**config.mk**
```make
export PLATFORM = sky130hd
export DESIGN_NAME = volt_detect_irq
export DESIGN_NICKNAME = d
export VERILOG_FILES = /design/src/rtl/vdet_pkg.sv /design/src/rtl/vdet_ctrl.sv /design/src/rtl/vdet_dpath.sv /design/src/rtl/volt_detect_irq.sv
export SDC_FILE = /design/constraint.sdc
export NUM_CORES = 1
export LEC_CHECK = 0
export BUFFER_PORTS_ARGS = -buffer_cell sky130_fd_sc_hd__buf_2
export CORE_MARGIN = 8
export CORE_UTILIZATION = 45
export DETAILED_ROUTE_END_ITERATION = 8
export MAX_ROUTING_LAYER = met4
export PLACE_DENSITY = 0.74
export RECOVER_POWER = 25
export SKIP_CTS_REPAIR_TIMING = 1
export SYNTH_ARGS = -nofsm -noshare
export SYNTH_HDL_FRONTEND = slang
export SYNTH_HIERARCHICAL = 1
export SYNTH_SLANG_ARGS = --single-unit
export TNS_END_PERCENT = 10
```
**constraint.sdc**
```tcl
create_clock -name clk -period 1.55 [get_ports clk]
set_input_delay 0.0775 -clock clk [delete_from_list [all_inputs] [get_ports clk]]
set_output_delay 0.0775 -clock clk [all_outputs]
set_load 0.1 [all_outputs]
```
**src/rtl/vdet_pkg.sv**
```systemverilog
package vdet_pkg;
  localparam int DATA_W   = 8;
  localparam int TRIP_W   = 4;
  localparam int EN_POS   = 4;
  localparam int RDY_POS  = 5;
  localparam int DIR_POS  = 7;
  localparam int FLAG_POS = 0;
  localparam int IE_POS   = 1;
  localparam logic ADDR_CFG  = 1'b0;
  localparam logic ADDR_FLAG = 1'b1;

  typedef struct packed {
    logic loadCfg;
    logic clrFlag;
    logic writeIe;
    logic ieVal;
    logic armed;
  } vdet_strobe_t;
endpackage

```
**src/rtl/vdet_ctrl.sv**
```systemverilog
module vdet_ctrl
  import vdet_pkg::*;
#(
  parameter int SETTLE_TICKS = 8
) (
  input  logic              clk,
  input  logic              rstN,
  input  logic              regWe,
  input  logic              regAddr,
  input  logic [DATA_W-1:0] regWdata,
  input  logic              settleTick,
  output logic              enBit,
  output logic              refStable,
  output vdet_strobe_t      stb
);
  localparam int CNT_W = (SETTLE_TICKS > 1) ? $clog2(SETTLE_TICKS) : 1;
  localparam logic [CNT_W-1:0] LAST = CNT_W'(SETTLE_TICKS - 1);

  logic             enQ, rdyQ, wrCfg, enNext;
  logic [CNT_W-1:0] cntQ;

  assign wrCfg  = regWe && (regAddr == ADDR_CFG);
  assign enNext = wrCfg ? regWdata[EN_POS] : enQ;

  always_ff @(posedge clk or negedge rstN) begin
    if (!rstN) begin
      enQ  <= 1'b0;
      rdyQ <= 1'b0;
      cntQ <= '0;
    end else begin
      enQ <= enNext;
      if (!enNext) begin
        rdyQ <= 1'b0;
        cntQ <= '0;
      end else if (enQ && !rdyQ && settleTick) begin
        if (cntQ == LAST) rdyQ <= 1'b1;
        else              cntQ <= cntQ + 1'b1;
      end
    end
  end

  always_comb begin
    stb.loadCfg = wrCfg && !enQ;
    stb.clrFlag = regWe && (regAddr == ADDR_FLAG) && !regWdata[FLAG_POS];
    stb.writeIe = regWe && (regAddr == ADDR_FLAG);
    stb.ieVal   = regWdata[IE_POS];
    stb.armed   = enQ && rdyQ;
  end

  assign enBit     = enQ;
  assign refStable = rdyQ;
endmodule

```
**src/rtl/vdet_dpath.sv**
```systemverilog
module vdet_dpath
  import vdet_pkg::*;
(
  input  logic              clk,
  input  logic              rstN,
  input  vdet_strobe_t      stb,
  input  logic [DATA_W-1:0] regWdata,
  input  logic              regAddr,
  input  logic              enBit,
  input  logic              refStable,
  input  logic              cmpAbove,
  input  logic              glbIntEn,
  output logic [DATA_W-1:0] regRdata,
  output logic [TRIP_W-1:0] tripCode,
  output logic              evtFlag,
  output logic              irqReq
);
  logic [TRIP_W-1:0] tripQ;
  logic              dirQ, syncA, syncB, flagQ, ieQ, condHit, setEvt;

  assign condHit = dirQ ? syncB : !syncB;
  assign setEvt  = stb.armed && condHit;

  always_ff @(posedge clk or negedge rstN) begin
    if (!rstN) begin
      tripQ <= '0;
      dirQ  <= 1'b0;
      syncA <= 1'b0;
      syncB <= 1'b0;
      flagQ <= 1'b0;
      ieQ   <= 1'b0;
    end else begin
      syncA <= cmpAbove;
      syncB <= syncA;
      if (stb.loadCfg) begin
        tripQ <= regWdata[TRIP_W-1:0];
        dirQ  <= regWdata[DIR_POS];
      end
      if (stb.writeIe) ieQ <= stb.ieVal;
      flagQ <= setEvt || (flagQ && !stb.clrFlag);
    end
  end

  always_comb begin
    regRdata = '0;
    if (regAddr == ADDR_CFG) begin
      regRdata[TRIP_W-1:0] = tripQ;
      regRdata[EN_POS]     = enBit;
      regRdata[RDY_POS]    = refStable;
      regRdata[DIR_POS]    = dirQ;
    end else begin
      regRdata[FLAG_POS] = flagQ;
      regRdata[IE_POS]   = ieQ;
    end
  end

  assign tripCode = tripQ;
  assign evtFlag  = flagQ;
  assign irqReq   = flagQ && ieQ && glbIntEn;
endmodule

```
**src/rtl/volt_detect_irq.sv**
```systemverilog
module volt_detect_irq
  import vdet_pkg::*;
#(
  parameter int SETTLE_TICKS = 8
) (
  input  logic              clk,
  input  logic              rstN,
  input  logic              regWe,
  input  logic              regAddr,
  input  logic [DATA_W-1:0] regWdata,
  output logic [DATA_W-1:0] regRdata,
  input  logic              settleTick,
  input  logic              cmpAbove,
  input  logic              glbIntEn,
  output logic [TRIP_W-1:0] tripCode,
  output logic              irqReq
);
  vdet_strobe_t stb;
  logic         enBit, refStable, evtFlag;

  vdet_ctrl #(.SETTLE_TICKS(SETTLE_TICKS)) i_ctrl (
    .clk(clk), .rstN(rstN), .regWe(regWe), .regAddr(regAddr),
    .regWdata(regWdata), .settleTick(settleTick),
    .enBit(enBit), .refStable(refStable), .stb(stb)
  );

  vdet_dpath i_dpath (
    .clk(clk), .rstN(rstN), .stb(stb), .regWdata(regWdata),
    .regAddr(regAddr), .enBit(enBit), .refStable(refStable),
    .cmpAbove(cmpAbove), .glbIntEn(glbIntEn), .regRdata(regRdata),
    .tripCode(tripCode), .evtFlag(evtFlag), .irqReq(irqReq)
  );
endmodule

```
Word-level counts from Yosys, hierarchy flattened:

Cells that the tools add are included.
W data, S select, Z words.

* flip-flop bits (word level): 14
* input bits: 15
* output and inout port bits: 13
* word-level logic and storage cells: 45

* add/subtract/negate cells: 1
* equal/unequal tests: 4
* mux-type cells: 11
* bitwise operators: 1
* reduce and logical (&&, ||, !) cells: 19

Operators with widths (number)
* $logic_and A1 B1 Y1: 11
* $mux W3: 3
* $mux W1: 6
* $ne A2 B2 Y1 const B: 3
* $logic_not A1 Y1: 5
* $mux W4: 1
* $reduce_and A2 Y1: 2
* $add A3 B1 Y3 const B: 1
* $eq A3 B3 Y1 const B: 1
* $mux W2: 1
* $logic_or A1 B1 Y1: 1
* $not A1 Y1: 1

Depth between registers and ports, before layout:

Gate-level depths: netlist of run 1.

* word-level depth: 5
* gate-level depth with buffers: 5
* mapped depth without buffers: 5

Modules after synthesis:

The synthesis of run 1 kept the hierarchy.

Modules (own cells, without submodules)
* vdet_dpath: times used 1, cells an instance 28, area each 389.1 µm², seq. area each 225.2 µm²
* vdet_ctrl: times used 1, cells an instance 24, area each 274.0 µm², seq. area each 125.1 µm²

Worst setup path before layout of run 1:

OpenSTA, ideal clock, no wires.

* kind: reg-to-output
* start: register i_ctrl.enQ, in the netlist i_ctrl/enBit
* end: output regRdata[4]
* arrival time: 1.741 ns
* required time: 1.472 ns
* slack: -0.269 ns
* stages on the path, launching flop included: 2
* path buffers: 0
* cells stage by stage: dfrtp_1 nor2b_1

* cells in the longest elaborated chain, start to end: 1

Ends and longest elaborated chain
* start, declared: RTL line vdet_ctrl.sv:19 `logic enQ, rdyQ, wrCfg, enNext;`
* start signal, assigned: RTL line vdet_ctrl.sv:31 `enQ <= enNext;`
* $mux W4: RTL line vdet_dpath.sv:46 `if (regAddr == ADDR_CFG) begin`
* end, declared: RTL line volt_detect_irq.sv:11 `output logic [DATA_W-1:0] regRdata,`

Every way passes these cells.

Worst setup path after layout of run 1:

* start: register i_ctrl.cntQ[0]
* end: register i_ctrl.cntQ[1]

* cells in the longest elaborated chain, start to end: 4
* elaborated cells on any way between the ends: 7
* those cells by class: 1 x add/sub; 2 x eq/ne; 3 x mux; 1 x reduce/logical

Ends and longest elaborated chain
* start, declared: RTL line vdet_ctrl.sv:20 `logic [CNT_W-1:0] cntQ;`
* start signal, assigned: RTL line vdet_ctrl.sv:37 `else cntQ <= cntQ + 1'b1;`
* $add A3 B1 Y3: RTL line vdet_ctrl.sv:37
* $mux W3: RTL line vdet_ctrl.sv:36 `if (cntQ == LAST) rdyQ <= 1'b1;`
* $mux W3: RTL line vdet_ctrl.sv:35 `end else if (enQ && !rdyQ && settleTick) begin`
* $mux W3: RTL line vdet_ctrl.sv:32 `if (!enNext) begin`

Parallel ways exist; a longest one is shown, timed or not. The select of a mux whose other input is x is not followed.
A chain may end at the register's enable or synchronous reset.

==> flow_summary.yaml, run 1 <==
outcome:
  status: "finished clean"
logic_synthesis:
  syn_inst: 52
  yosysSeqAreaShare_pct: 52.8
  synth-seq-cells: 14
  synth_cell_types: 19
  yosys_warnings: 6
  yosysTopAreaCellShare_pct: 52.8
  synthTopCellsByArea: "dfrtp_1, mux2_1, mux2i_1, and2b_1, ha_1"
  avgSynthCellArea_um2: 12.8
  synth_area_leader_cell: "dfrtp_1"
  syn_area_um2: 663
  syn_nets: 69
global_route:
  grt_pass1_vias: 475
  gr-usage-all-layers_pct: 10.3
  grt_max_degree: 15
  antenna_found_initial: 0
  overflow: 0
  grt_first_pass_wirelength_mm: 2.12
timing:
  worstMarginPinSlew_ns: 0.741
  fin_skew_ns: 0.000479
  setup_viol: 0
  finalMaxSlewViolations: 0
  fin_crit_sh_pct: 95.5
  hold_slack_ns: 0.0199
  min_period_ns: 1.48
  clock.fmax_mhz: 676
  finalWorstSetupSlack_ns: 0.0698
  hold_viol: 0
  rsz0062_at_grt: "true"
  slew_headroom_pct: 50.6
floorplanning:
  start_util_pct: 46.2
  die_w_um: 54.4
  dieHeight_um: 54.4
  ios: 28
  die-area_mm2: 0.00296
  num_rows: 14
  core_mm2: 0.00144
routing:
  vias: 457
  wl_per_cell_um: 14.3
  ant_nets: 0
  drt_iter0_drc: 4
  finalWirelength_mm: 1.38
  drc: 0
  viasPerCell: 4.76
  drt_pre_antenna_iters: 2
clock_tree:
  cts_root_buf: "clkbuf_4"
  cts_tree: "done"
  cts_sinks: 14
  numCtsBuffers: 3
  htreeDepth: 1
  max-clock-path-buffers: 2
  clkSlewWorstSetupHoldPaths_ns: 0.08
  clkLatencyLatePin_ns: 0.27
run:
  cap_viol_max_count: 0
hold_path:
  hp-class: "input port to flip-flop"
worst_setup_path:
  cpMostUsedCell: "ha_4"
  critPathCapture: "i_ctrl/cntQ[1]"
  crit_fanout: 3
  ff2ff_setup_slack_ns: 0.07
  reg2reg_to: "i_ctrl/cntQ[1]"
  endpoint_kind: "flip-flop"
  cp-start-kind: "flip-flop"
  cp_slowest_cell: "dfrtp_1"
  r2r-start: "i_ctrl/cntQ[0]"
  slowest_delay_ns: 0.42
  crit_arrival_ns: 1.63
  required_ns: 1.70
  crit_type: "flip-flop to flip-flop"
  critical_path.startpoint: "i_ctrl/cntQ[0]"
  crit_chain: "ha_4 > ha_4 > and4bb_4 > mux2i_1 > nor2_1"
  reg2reg_depth: 5
pwr:
  vdd_drop_max_v: 0.000644
  p_leak_nw: 0.437
  power_density_mw_per_mm2: 1470
layout:
  layout_commonest_cell: "buf_2"
  stdcell_count: 96
  area_growth_pct: 30.4
  fin_nets: 99
  drive_above_1_share_pct: 42.5
  final_cell_mix: "buf_2, dfrtp_1, mux2_1"
  final_util_pct: 60.2
  antenna_cells: 0
placement:
  dp_cells: 90
  port_buffers: 24
  hpwl_mm: 1.04
  pre_cts_ws_ns: 0.0481
  routabilityCongestion: 0.704
## flip-flops by register name, summed over array words and instances, names as in the netlist
register,cells
i_dpath/syncB,1
i_ctrl/refStable,1
i_dpath/dirQ,1
i_dpath/tripCode,4
i_dpath/syncA,1
i_dpath/ieQ,1
i_ctrl/cntQ,3
i_dpath/evtFlag,1
i_ctrl/enBit,1
## cell type report
type / count / area (um2)
Clock buffer: 3 / 22.5
Fill cell: 122 / 572
Inverter: 2 / 7.51
Multi-Input combinational cell: 34 / 318
Sequential cell: 14 / 350
Tap cell: 16 / 20.0
Timing Repair Buffer: 27 / 146
## metrics by stage
step | instance area, um2 | TNS [ns] | power, W
after floorplan | 666 | -1.27 | 0.000975
after global placement | 791 | 0 | 0.00107
after detailed placement | 791 | 0 | 0.00107
after CTS | 813 | 0 | 0.00127
after global routing | 865 | -0.0392 | 0.00133
final | 865 | 0 | 0.00127
## critical path, delay by kind of cell, from the launching register on
family	cells	cell delay, ns
flops	1	0.42
mux	1	0.19
simple gates	2	0.41
fa+ha+maj	2	0.34
## power by group
part	internal [W]	switching, W	total (W)	leakage (nW)
clock	0.0000898	0.000104	0.000194	0.0138
combinational	0.000119	0.000496	0.000615	0.248
sequential	0.000418	0.0000396	0.000458	0.175
## synth_stat cells, drive strengths merged
library cell  number
a22o               1
a31oi              1
and2               2
and2b              4
and3               1
and4bb             1
buf                2
conb               1
dfrtp             14
ha                 2
inv                2
mux2               8
mux2i              3
nor2               4
nor2b              4
xnor2              2
## how the worst min path moves through the flow
stage | endpoint | slack [ns] | depth (start not counted) | from
2_1_floorplan | i_ctrl/cntQ[0] | -0.22 | 0 | rstN
3_3_place_gp | i_dpath/evtFlag | -0.01 | 1 | rstN
3_5_place_dp | i_dpath/tripCode[0] | -0.01 | 1 | rstN
4_1_cts | i_dpath/tripCode[0] | -0.31 | 1 | rstN
5_1_grt | i_dpath/tripCode[2] | 0.02 | 2 | regWdata[2]
6_report | i_dpath/dirQ | 0.02 | 2 | regWdata[7]
## cells by family (layout without fill, tap and decap cells)
group	after synthesis	in the layout	share of synthesized area [%]
fa+ha+maj	2	2	3.77
xor+xnor	2	2	2.64
buf+inv	4	32	3.40
mux	11	11	18.1
flops	14	14	52.8
simple gates	16	16	16.4
compound gates	2	2	2.26
other cells	1	1	0.565
## metal layers
metal	track usage (%)	vias up	routed length (um)
met5	-	-	0
li1	-	230	-
met4	4.92	0	0
met2	16.0	18	670
met3	3.80	0	178
met1	11.6	209	528
No activity file was read; power rests on OpenSTA's default activity.
==> run 2, diff against run 1 <==
--- a/config.mk
+++ b/config.mk
@@ -5,11 +5,10 @@
 export SDC_FILE = /design/constraint.sdc
 export NUM_CORES = 1
 export LEC_CHECK = 0
-export BUFFER_PORTS_ARGS = -buffer_cell sky130_fd_sc_hd__buf_2
+export BUFFER_PORTS_ARGS = -buffer_cell sky130_fd_sc_hd__buf_4
 export CORE_MARGIN = 8
 export CORE_UTILIZATION = 45
 export DETAILED_ROUTE_END_ITERATION = 8
-export MAX_ROUTING_LAYER = met4
 export PLACE_DENSITY = 0.74
 export RECOVER_POWER = 25
 export SKIP_CTS_REPAIR_TIMING = 1
==> flow_summary.yaml, run 2 (same netlist as run 1, synthesis figures left out) <==
clock_tree:
  htreeDepth: 1
  clkLatencyLatePin_ns: 0.26
  numCtsBuffers: 3
  clkSlewWorstSetupHoldPaths_ns: 0.08
  cts_root_buf: "clkbuf_4"
  cts_tree: "done"
  max-clock-path-buffers: 2
  cts_sinks: 14
floorplanning:
  start_util_pct: 46.2
  dieHeight_um: 54.4
  core_mm2: 0.00144
  die-area_mm2: 0.00296
  die_w_um: 54.4
  ios: 28
  num_rows: 14
placement:
  dp_cells: 90
  port_buffers: 24
  pre_cts_ws_ns: 0.0526
  hpwl_mm: 1.05
  routabilityCongestion: 0.712
layout:
  stdcell_count: 95
  area_growth_pct: 34.9
  drive_above_1_share_pct: 41.8
  layout_commonest_cell: "buf_4"
  fin_nets: 98
  final_cell_mix: "buf_4, dfrtp_1, mux2_1"
  largest_reg_flops: 4
  fillers: 121
  antenna_cells: 0
  final_util_pct: 62.3
routing:
  drc: 0
  finalWirelength_mm: 1.31
  drt_iter0_drc: 2
  vias: 482
  drt_pre_antenna_iters: 2
  wl_per_cell_um: 13.8
  viasPerCell: 5.07
  ant_nets: 0
timing:
  fin_crit_sh_pct: 95.5
  rsz0062_at_grt: "true"
  finalMaxSlewViolations: 0
  clock.fmax_mhz: 676
  setup_tns_ns: 0
  min_period_ns: 1.48
  fin_skew_ns: 0.00695
  worstMarginPinSlew_ns: 0.753
  slew_headroom_pct: 49.8
  finalWorstSetupSlack_ns: 0.0699
  setup_viol: 0
  hold_viol: 0
hold_path:
  hp-class: "input port to flip-flop"
  holdPathStages: 2
  hp-start: "regWdata[2]"
  holdPathEnd: "i_dpath/tripCode[2]"
global_route:
  antenna_found_initial: 0
  grt_first_pass_wirelength_mm: 2.02
  grt_pass1_vias: 492
  overflow: 0
  grt_max_degree: 15
  gr-usage-all-layers_pct: 9.19
worst_setup_path:
  crit_fanout: 3
  cp-start-kind: "flip-flop"
  reg2reg_depth: 5
  r2r-start: "i_ctrl/cntQ[1]"
  ff2ff_setup_slack_ns: 0.07
  required_ns: 1.69
  reg2reg_to: "i_ctrl/cntQ[2]"
  crit_arrival_ns: 1.62
  endpoint_kind: "flip-flop"
  crit_type: "flip-flop to flip-flop"
pwr:
  vdd_drop_max_v: 0.000709
  power_density_mw_per_mm2: 1450
  p_total_w: 0.00130
  p_leak_nw: 0.446
run:
  cap_viol_max_count: 0
outcome:
  status: "finished clean"
==> run 2: cell types whose count changed in the layout (fill, tap and decap cells not counted), sizes merged <==
cell | previous run | this run
buf | 24 | 23
==> run 2: metal layers <==
layer	GRT usage, %	part of all wire [%]	vias to the layer above
li1	-	-	228
met1	9.57	36	236
met2	15.5	49	18
met3	5.43	16	0
met4	2.46	0	0
met5	0	0	-
==> run 2: worst max path at each step <==
stage	startpoint	depth (start not counted)	endpoint
2_1_floorplan	i_dpath/tripCode[0]	1	regRdata[0]
3_3_place_gp	i_ctrl/cntQ[0]	5	i_ctrl/cntQ[1]
3_5_place_dp	i_ctrl/cntQ[0]	5	i_ctrl/cntQ[2]
4_1_cts	i_ctrl/cntQ[0]	5	i_ctrl/cntQ[2]
5_1_grt	i_ctrl/cntQ[0]	5	i_ctrl/cntQ[2]
6_report	i_ctrl/cntQ[1]	5	i_ctrl/cntQ[2]
==> run 2: critical path, stage by stage (launching register included) <==
cell and delay, ns:
dfrtp_1 0.39, ha_2 0.18, ha_2 0.17, and4bb_4 0.36, mux2i_1 0.20, nor2_1 0.06
==> run 2: area by class of cell <==
class / instances / area (um2) / area share, %
sequential: 14 / 350 / 39.2
multi-input combinational: 34 / 298 / 33.3
timing repair buffer: 26 / 196 / 22.0
clock buffer: 3 / 22.5 / 2.52
tap: 16 / 20.0 / 2.24
inverter: 2 / 7.51 / 0.839
==> run 2: where the power goes <==
group	total [W]	internal [W]	leakage, nW	switching, W
clock network	0.000190	0.0000895	0.0138	0.000100
registers	0.000457	0.000419	0.175	0.0000381
logic	0.000655	0.000155	0.258	0.000500
==> run 2: per-stage QoR <==
step	hold WS [ns]	area (um2)
5_1_grt	0.0206	895
3_3_place_gp	-0.0649	851
4_1_cts	-0.358	873
6_report	0.0322	895
2_1_floorplan	-0.218	666
3_5_place_dp	-0.0615	851
